===== config.mk =====
export PLATFORM = sky130hd
export DESIGN_NAME = fracclk_div
export DESIGN_NICKNAME = d
export VERILOG_FILES = /design/src/rtl/fracclk_div.sv
export SDC_FILE = /design/constraint.sdc
export NUM_CORES = 1
export LEC_CHECK = 0
export BUFFER_PORTS_ARGS = -buffer_cell sky130_fd_sc_hd__buf_2
export CAP_MARGIN = 20
export CORE_ASPECT_RATIO = 2
export CORE_MARGIN = 2
export CORE_UTILIZATION = 45
export DETAILED_ROUTE_END_ITERATION = 12
export SETUP_SLACK_MARGIN = 0.2
export SLEW_MARGIN = 20
export SYNTH_ARGS = -nofsm -noshare
export SYNTH_HDL_FRONTEND = slang
export SYNTH_SLANG_ARGS = --single-unit

===== constraint.sdc =====
create_clock -name clk -period 4.34 [get_ports clk]
set_input_delay 1.085 -clock clk [delete_from_list [all_inputs] [get_ports clk]]
set_output_delay 1.085 -clock clk [all_outputs]
set_load 0.05 [all_outputs]

===== src/rtl/fracclk_div.sv =====
module fracclk_div #(
  parameter int NW   = 8,
  parameter int FW   = 6,
  parameter int NSRC = 3,
  localparam int SW  = $clog2(NSRC + 1)
) (
  input  logic            clk,
  input  logic            rst,
  input  logic            gate_en,
  output logic            gate_sts,
  input  logic [SW-1:0]   cfg_sel,
  input  logic [NW-1:0]   cfg_int,
  input  logic [FW-1:0]   cfg_num,
  input  logic [FW-1:0]   cfg_den,
  input  logic            cfg_load,
  input  logic [NSRC-1:0] src_tick,
  output logic            div_pulse
);

  logic [SW-1:0] a_sel, p_sel;
  logic [NW-1:0] a_int, p_int, cnt;
  logic [FW-1:0] a_num, a_den, p_num, p_den, acc;
  logic          pend, stretch, pulse_q, gate_q, sel_tick;

  always_comb begin
    sel_tick = 1'b0;
    for (int i = 0; i < NSRC; i++)
      if (a_sel == SW'(i + 1)) sel_tick = src_tick[i];
  end

  wire          running  = a_sel != '0;
  wire          tick     = running & gate_en & sel_tick;
  wire [NW-1:0] n_eff    = (a_int < NW'(2)) ? NW'(2) : a_int;
  wire [NW-1:0] lim      = n_eff - NW'(1) + NW'(stretch);
  wire          boundary = tick & (cnt == lim);
  wire          frac_on  = (a_num != '0) & (a_den != '0) & (a_num < a_den);
  wire [FW:0]   sum      = {1'b0, acc} + {1'b0, a_num};
  wire [FW:0]   sum_less = sum - {1'b0, a_den};
  wire          wrap     = frac_on & (sum >= {1'b0, a_den});
  wire          apply    = (cfg_load | pend) & (boundary | ~running);

  always_ff @(posedge clk) begin
    if (rst) begin
      a_sel   <= '0;
      a_int   <= '0;
      a_num   <= '0;
      a_den   <= '0;
      p_sel   <= '0;
      p_int   <= '0;
      p_num   <= '0;
      p_den   <= '0;
      pend    <= 1'b0;
      cnt     <= '0;
      acc     <= '0;
      stretch <= 1'b0;
      pulse_q <= 1'b0;
      gate_q  <= 1'b0;
    end else begin
      gate_q  <= gate_en;
      pulse_q <= boundary;
      if (apply) begin
        a_sel   <= cfg_load ? cfg_sel : p_sel;
        a_int   <= cfg_load ? cfg_int : p_int;
        a_num   <= cfg_load ? cfg_num : p_num;
        a_den   <= cfg_load ? cfg_den : p_den;
        pend    <= 1'b0;
        cnt     <= '0;
        acc     <= '0;
        stretch <= 1'b0;
      end else begin
        if (cfg_load) begin
          p_sel <= cfg_sel;
          p_int <= cfg_int;
          p_num <= cfg_num;
          p_den <= cfg_den;
          pend  <= 1'b1;
        end
        if (boundary) begin
          cnt     <= '0;
          stretch <= wrap;
          if (wrap)         acc <= sum_less[FW-1:0];
          else if (frac_on) acc <= sum[FW-1:0];
          else              acc <= '0;
        end else if (tick) begin
          cnt <= cnt + NW'(1);
        end
      end
    end
  end

  assign div_pulse = pulse_q & gate_en;
  assign gate_sts  = gate_q;

endmodule


==> results_dict.tcl, run 1 <==
set metrics [dict create \
    outcome "complete, no violations" \
    place.gp.congestion 0.871 \
    holdBufCountCts 0 \
    die_area_um2 8490 \
    crit_path_max_fanout 32 \
    rsz0062_at_grt "false" \
    setup_viol 0 \
    period_share_pct 84.1 \
    boundaryPins 31 \
    drc 0 \
    cts_root_buf "clkbuf_16" \
    chipHeight_um 128 \
    grt_max_degree 50 \
    area_growth_pct 14.3 \
    htreeDepth 3 \
    grt_pass1_vias 2668 \
    row_count 45 \
    overflow 0 \
    grt_use_total_pct 20.3 \
    syn-instance-count 388 \
    synthArstFlopShare_pct 0 \
    initial_utilization_pct 46.1 \
    antenna_found_initial 0 \
    min_period_ns 3.65 \
    grt_pass1_wl_mm 12.8 \
    netlist_area_um2 3480 \
    final_util_pct 52.7 \
    die_w_um 66.2 \
    clockBufferDepth 2 \
    totalWireLength_mm 7.94 \
    cts_num_sinks 62 \
    synth_seq_cells 62 \
    min-delay-start "p_num[5]" \
    dr.pass1.iters 4 \
    skew_ns 0.00646 \
    yosysWarnings 0 \
    drive_gt1_share_pct 18.3 \
    vias 2776 \
    synth_nets 439 \
    wl_per_cell_um 15.4 \
    ys_seq_area_share_pct 35.7 \
    hold_viol 0 \
    nets 466 \
    start_kind "flip-flop" \
    comb_power_share_pct 31.6 \
    clkTransAtPathRegs_ns 0.06 \
    yosysUniqueCellTypes 51 \
    drv_cap 0 \
    seq_power_share_pct 33.5 \
    place.detailed.hpwl_mm 5.84 \
    yosysTopAreaCell "dfxtp_1" \
    p_per_area_nw_per_um2 520 \
    slew_headroom_pct 47.7 \
    required_ns 4.59 \
    cp.arrival_ns 3.90 \
    port_buffers 30 \
    insertedDiodeCount 0 \
    layout_commonest_cell "dfxtp_1" \
    ir_worst_vdd_uv 265 \
    syn_area_per_cell_um2 8.96 \
    initialDrtViolationCount 116 \
    synth_top_area_share_pct 35.7 \
    timing.final.ws_setup_ns 0.689 \
    p_leak_nw 1.62 \
    final_cell_mix "dfxtp_1 (62), nand2_1 (52), nor2_1 (44)" \
    antenna_left 0 \
    tightest_slew_ns 0.784 \
    slew_violations 0 \
    crit_start "a_int[3]" \
    clock_power_share_pct 34.9 \
    switchingPower_uw 703 \
    clock_latency_ns 0.33 \
    cts_tree "built" \
    r2r_start "a_int[3]" \
    tns_ns 0 \
    intPower_mw 1.36 \
    synth_edf_count 0 \
    cts_setup_buffers 0 \
    fmax_ghz 0.274 \
    cts-resized-gates 0 \
    core_um2 7540 \
    min_path_type "reg -> reg" \
    p_sw_share_pct 34.0 \
    place_ws_ns 0.674 \
    worstSetupPathType "reg -> reg" \
    viasPerCell 5.40 \
    cp-end-kind "flip-flop" \
    ys.flop_type "dfxtp_1" \
    synth.area.top_cells "dfxtp_1 (36%), ha_1 (7.2%), mux2i_1 (7.2%)" \
    cts_made_buffers 9 \
]
-- power groups by stage --
stage	registers (mW)	logic [mW]	clock network, mW
2_1_floorplan	0.685	0.534	0
3_3_place_gp	0.705	0.640	0
3_5_place_dp	0.707	0.654	0
4_1_cts	0.694	0.659	0.734
5_1_grt	0.700	0.730	0.761
6_report	0.693	0.653	0.721
-- sequential cells by signal (all words and copies together) (netlist names) --
name,flops
a_den,6
a_int,8
a_num,6
a_sel,2
acc,6
cnt,8
gate_sts,1
p_den,6
p_int,8
p_num,6
p_sel,2
pend,1
pulse_q,1
stretch,1
-- metal layers --
layer	global-route usage (%)	up-vias	part of all wire, %	routed length [um]
met3	4.02	18	2.1	166
li1	-	1425	-	-
met4	11.5	0	3.9	312
met1	20.7	1297	38	3010
met5	0	-	0	0
met2	37.2	36	56	4450
-- logic make-up after synthesis --
kind of cell | share of synthesized area (%)
flip-flops | 35.7
adder cells (fa/ha/maj) | 8.35
AND/OR/NAND/NOR | 17.6
multiplexers | 7.52
buffers and inverters | 4.64
XOR/XNOR | 6.04
AO/OA/AOI/OAI | 20.2
-- critical path, stage by stage, from the launching register on --
cell and delay (ns):
dfxtp_1 0.35, or4_4 0.58, o41ai_1 0.28, ha_1 0.22
ha_1 0.17, nor3b_2 0.26, xnor2_1 0.15, nor4_4 0.31
o2111ai_4 0.32, a21oi_4 0.25, buf_4 0.36, nor2_1 0.10
a211oi_2 0.20
-- Yosys cell counts, types with 2 or more instances --
master     n
buf_2      3
inv_1     14
o21a_1     3
xnor2_1   12
nand4_1    5
a211oi_1   5
nor2_1    44
and3_1     2
nor2b_1    2
fa_1       2
nor3_1     3
buf_6      2
nand3_1    8
nor4_1     4
a211oi_2  19
dfxtp_1   62
nand2_1   52
a21oi_1   35
buf_4      5
mux2i_1   25
and4_1     3
xor2_1    12
a21o_1     5
ha_1      20
o21ai_0    6
o31a_1     2
o21ai_1    2
clkbuf_1   8
-- area by class of cell --
class / count / area (um2)
Inverter: 14 / 52.6
Fill cell: 759 / 3570
Clock inverter: 4 / 55.1
Multi-Input combinational cell: 293 / 2080
Sequential cell: 62 / 1240
Tap cell: 94 / 118
Clock buffer: 12 / 246
Timing Repair Buffer: 35 / 188
-- worst paths after layout --
path | end | slack (ns) | depth (start not counted)
worst max-delay path | a_den[5] | 0.69 | 12
worst min register to register | p_num[5] | 0.45 | 2
worst max register to register | a_den[5] | 0.69 | 12
worst min-delay path | p_num[5] | 0.45 | 2
-- through the flow --
stage	area (um2)	hold slack (ns)	power [mW]	instances
finish	3980	0.453	2.07	514
global route	3980	0.469	2.19	514
CTS	3980	0.455	2.09	514
detailed placement	3670	0.449	1.36	498
global placement	3670	0.441	1.35	498
floorplan	3480	0.436	1.22	388
(Power assumes the default switching activity.)
==> run 2, diff against run 1 <==
==> constraint.sdc (replaced) <==
create_clock -name clk -period 3.5 [get_ports clk]
set_input_delay 0.875 -clock clk [delete_from_list [all_inputs] [get_ports clk]]
set_output_delay 0.875 -clock clk [all_outputs]
set_load 0.05 [all_outputs]
==> results_dict.tcl, run 2 (synthesis gave the netlist of run 1 again) <==
set metrics [dict create \
    skew_ns 0.00628 \
    crit_path_max_fanout 11 \
    slowest_stage "or4_4" \
    antenna_left 0 \
    p_leak_nw 1.74 \
    row_count 45 \
    cp-end-kind "flip-flop" \
    clock_latency_ns 0.33 \
    multi_input_area_um2 2150 \
    grt_use_total_pct 21.8 \
    p_sw_share_pct 34.7 \
    vias 2922 \
    period_share_pct 90.4 \
    reg_top3 "a_int: 8 flops, cnt: 8 flops, p_int: 8 flops" \
    antenna_found_initial 0 \
    cts_num_sinks 62 \
    dp.cells 504 \
    totalWireLength_mm 8.85 \
    place.detailed.hpwl_mm 5.95 \
    nFillCells 715 \
    grt_pass1_wl_mm 13.8 \
    seq_power_share_pct 32.1 \
    cts_made_buffers 9 \
    viasPerCell 5.52 \
    place.gp.congestion 0.801 \
    fmax_ghz 0.316 \
    hold_path_end "p_int[2]" \
    htreeDepth 3 \
    crit_start "a_int[3]" \
    slew_violations 0 \
    clock_power_share_pct 30.8 \
    layoutNonFillerInstCount 529 \
    boundaryPins 31 \
    required_ns 3.69 \
    setup_viol 0 \
    cp_common_cell "xnor2_1" \
    drv_cap 0 \
    p_per_area_nw_per_um2 629 \
    overflow 0 \
    fin_area_um2 4260 \
    placed_cell_area_um2 3730 \
    holdWs_ns 0.450 \
    drive_gt1_share_pct 24.4 \
    die_area_um2 8490 \
    worstSetupPathType "reg -> reg" \
    min-delay-start "p_int[2]" \
    nets 482 \
    ir_worst_vdd_uv 470 \
    tightest_slew_ns 0.657 \
    rsz0062_at_grt "true" \
    regArea_um2 1240 \
    cts_root_buf "clkbuf_16" \
    final_util_pct 56.5 \
    core_um2 7540 \
    intPower_mw 1.75 \
    path_buf_inv 2 \
    slew_headroom_pct 56.2 \
    initial_utilization_pct 46.1 \
    insertedDiodeCount 0 \
    grt_max_degree 49 \
    crit_chain "or4_4 -> o41ai_4 -> ha_2 -> ha_4 -> xnor2_1 -> xnor2_1 -> nor4_4 -> o2111ai_4 -> a21oi_4 -> buf_6 -> buf_16 -> a211oi_1" \
    initialDrtViolationCount 66 \
    cp.arrival_ns 3.35 \
    clkTransAtPathRegs_ns 0.05 \
    start_kind "flip-flop" \
    rr_worst_depth 12 \
    chipHeight_um 128 \
    area_growth_pct 22.5 \
    switchingPower_uw 930 \
    slowest_delay_ns 0.56 \
    dr.pass1.iters 4 \
    port_buffers 30 \
    hold_viol 0 \
    final_cell_mix "dfxtp_1 (61), nand2_1 (51), nor2_1 (43)" \
    min_path_type "reg -> reg" \
    clockBufferDepth 2 \
    grt_pass1_vias 2892 \
    cts_tree "built" \
    drc 0 \
    wl_per_cell_um 16.7 \
    r2r_start "a_int[3]" \
    reg2reg_to "a_den[3]" \
    outcome "complete, no violations" \
    holdPathStages 2 \
    layout_commonest_cell "dfxtp_1" \
    cp_top_family "simple AND/OR/NAND/NOR gates" \
    regToRegSetupSlack_ns 0.34 \
    tns_ns 0 \
    comb_power_share_pct 37.1 \
    min_period_ns 3.16 \
    die_w_um 66.2 \
]
==> run 2: worst max-delay path by stage <==
| stage | end | slack [ns] | depth (start not counted) |
|---|---|---|---|
| detailed placement | p_int[5] | 0.06 | 11 |
| global placement | p_int[6] | 0.15 | 11 |
| global route | a_den[3] | 0.18 | 13 |
| CTS | p_int[5] | 0.24 | 13 |
| finish | a_den[3] | 0.34 | 12 |
| floorplan | acc[4] | 0.36 | 12 |
==> run 2: routing by layer <==
layer	up-vias	part of all wire [%]	global-route usage, %
met5	-	0	0
li1	1460	-	-
met3	29	2.7	4.11
met4	0	5.0	13.1
met2	50	54	39.2
met1	1383	38	22.6
==> run 2: cell type report <==
cell class,count,area share [%]
Inverter,14,1.23
Tap cell,94,2.76
Multi-Input combinational cell,293,50.5
Sequential cell,62,29.2
Clock inverter,3,0.470
Timing Repair Buffer,51,9.87
Clock buffer,12,6.02
==> run 2: what timing repair did <==
action | 4_1_cts | 5_1_grt
setup buffers | 0 | 4
cloned | 1 | 5
resized for setup | 6 | 17
setup endpoints to repair | 51 | 59
hold buffers | 0 | 0
pin swaps | 1 | 5
==> run 2: through the flow <==
stage          power, mW  setup slack (ns)
3_3_place_gp        1.68             0.148
6_report            2.68             0.336
2_1_floorplan       1.51             0.362
3_5_place_dp        1.70            0.0635
5_1_grt             2.83             0.183
4_1_cts             2.58             0.236
==> run 2: power groups by stage <==
| stage | Sequential [mW] | Combinational [mW] | Clock [mW] |
|---|---|---|---|
| 2_1_floorplan | 0.849 | 0.663 | 0 |
| 3_3_place_gp | 0.869 | 0.815 | 0 |
| 3_5_place_dp | 0.871 | 0.833 | 0 |
| 4_1_cts | 0.858 | 0.879 | 0.846 |
| 5_1_grt | 0.869 | 1.10 | 0.867 |
| 6_report | 0.861 | 0.994 | 0.826 |
==> run 2: worst reg2reg max path: stages (launching register included) <==
cell and delay (ns):
dfxtp_1 0.31, or4_4 0.56, o41ai_4 0.24, ha_2 0.25
ha_4 0.14, xnor2_1 0.13, xnor2_1 0.12, nor4_4 0.34
o2111ai_4 0.19, a21oi_4 0.34, buf_6 0.19, buf_16 0.15
a211oi_1 0.07
==> run 3, diff against run 2 <==
--- a/config.mk
+++ b/config.mk
@@ -7,10 +7,12 @@
 export LEC_CHECK = 0
 export BUFFER_PORTS_ARGS = -buffer_cell sky130_fd_sc_hd__buf_2
 export CAP_MARGIN = 20
+export CELL_PAD_IN_SITES_DETAIL_PLACEMENT = 2
+export CELL_PAD_IN_SITES_GLOBAL_PLACEMENT = 2
 export CORE_ASPECT_RATIO = 2
-export CORE_MARGIN = 2
-export CORE_UTILIZATION = 45
+export CORE_UTILIZATION = 37
 export DETAILED_ROUTE_END_ITERATION = 12
+export PLACE_DENSITY_LB_ADDON = 0.1
 export SETUP_SLACK_MARGIN = 0.2
 export SLEW_MARGIN = 20
 export SYNTH_ARGS = -nofsm -noshare
==> results_dict.tcl, run 3 (synthesis gave the netlist of run 1 again) <==
set metrics [dict create \
    slew_headroom_pct 56.8 \
    cp.arrival_ns 3.56 \
    cts_root_buf "clkbuf_16" \
    fin_area_um2 4370 \
    cp-end-kind "flip-flop" \
    final_cell_mix "dfxtp_1 (60), nand2_1 (51), nor2_1 (43)" \
    timing.final.ws_setup_ns 0.126 \
    place.detailed.hpwl_mm 7.75 \
    nFillCells 997 \
    regToRegSetupSlack_ns 0.13 \
    holdBufCountCts 0 \
    totalWireLength_mm 12.1 \
    die_area_um2 9820 \
    overflow 0 \
    place_ws_ns -0.0159 \
    fmax_ghz 0.296 \
    p_per_area_nw_per_um2 649 \
    use_met1_pct 21.6 \
    reg2reg_to "a_den[3]" \
    grt_use_met3_pct 3.20 \
    crit_path_max_fanout 11 \
    grt_pass1_vias 3471 \
    crit_path_end "a_den[3]" \
    wl_per_cell_um 22.5 \
    placed_cell_area_um2 3730 \
    clock_latency_ns 0.34 \
    dr.pass1.iters 8 \
    hold_viol 0 \
    crit_start "a_int[4]" \
    cts_made_buffers 9 \
    nets 482 \
    insertedDiodeCount 0 \
    rsz0062_at_grt "true" \
    min_path_type "reg -> reg" \
    setup_viol 0 \
    viasPerCell 5.73 \
    die_w_um 70.6 \
    start_kind "flip-flop" \
    slew_violations 0 \
    use_met2_pct 47.9 \
    row_count 49 \
    worstSetupPathType "reg -> reg" \
    reg_top3 "a_int: 8 flops, cnt: 8 flops, p_int: 8 flops" \
    place.gp.congestion 0.850 \
    core_um2 9070 \
    vias 3084 \
    antenna_left 0 \
    layout_commonest_cell "dfxtp_1" \
    clockBufferDepth 2 \
    grt_use_total_pct 23.8 \
    required_ns 3.68 \
    outcome "finished, violations left" \
    drive_gt1_share_pct 28.2 \
    period_share_pct 96.4 \
    r2r_start "a_int[4]" \
    initialDrtViolationCount 129 \
    area_growth_pct 25.7 \
    clkTransAtPathRegs_ns 0.06 \
    drv_cap 0 \
    failed_checks "design-rule violations" \
    initial_utilization_pct 38.3 \
    port_buffers 30 \
    rr_worst_depth 11 \
    skew_ns 0.0102 \
    min_period_ns 3.37 \
    grt_max_degree 47 \
    cts_num_sinks 62 \
    boundaryPins 31 \
    ir_worst_vdd_uv 332 \
    antenna_found_initial 0 \
    cts_tree "built" \
    drc 2 \
    htreeDepth 3 \
    tightest_slew_ns 0.648 \
    busiest_layer "met2" \
    chipHeight_um 139 \
    grt_pass1_wl_mm 17.5 \
    p_leak_nw 1.76 \
]
run 3: how the worst min path moves through the flow:
stage	from	endpoint	slack, ns	depth (start not counted)
2_1_floorplan	acc[0]	acc[0]	0.44	2
3_3_place_gp	p_sel[1]	p_sel[1]	0.44	2
3_5_place_dp	p_den[0]	p_den[0]	0.46	2
4_1_cts	p_num[3]	p_num[3]	0.46	2
5_1_grt	p_num[3]	p_num[3]	0.48	2
6_report	p_num[1]	p_num[1]	0.46	2
run 3: timing repair:
item,CTS,global route
pin swaps,3,7
resized for setup,15,30
gates cloned,1,3
setup buffers,3,5
endpoints found under the setup margin,59,60
run 3: power by group:
part	total (mW)	leakage [nW]	switching, mW	internal (mW)
Combinational	1.13	1.13	0.642	0.487
Sequential	0.876	0.508	0.0924	0.783
Clock	0.832	0.128	0.353	0.480
Total	2.84	1.76	1.09	1.75
run 3: metrics by stage:
step	instances	power, mW	hold slack [ns]	utilization (%)	TNS, ns
floorplan	388	1.51	0.436	-	0
global placement	510	1.71	0.440	41.1	0
detailed placement	510	1.76	0.455	41.1	-0.0218
CTS	530	2.69	0.464	45.4	0
global route	538	2.97	0.485	48.2	0
finish	538	2.84	0.459	48.2	0
run 3: final cells by class:
cell class / instances / area [um2] / area share (%)
clock buffers: 9 / 225 / 5.15
flip-flops and latches: 62 / 1250 / 28.5
clock inverters: 7 / 50.0 / 1.14
repair buffers: 51 / 404 / 9.24
multi-input cells: 293 / 2270 / 51.8
inverters: 14 / 52.6 / 1.20
well taps: 102 / 128 / 2.92
run 3: layer usage:
layer | vias to the layer above | routed length [um]
met1 | 1552 | 4030
li1 | 1465 | -
met5 | - | 0
met3 | 26 | 158
met4 | 0 | 507
met2 | 41 | 7410
run 3: worst max-delay path, stage by stage (launching register included):
cell	delay, ns
dfxtp_4	0.36
or4_4	0.55
o41ai_4	0.27
ha_2	0.27
nor3b_2	0.35
nand4_1	0.16
a21oi_1	0.31
o2111ai_4	0.23
a21oi_4	0.31
buf_6	0.18
buf_16	0.15
a211oi_2	0.08
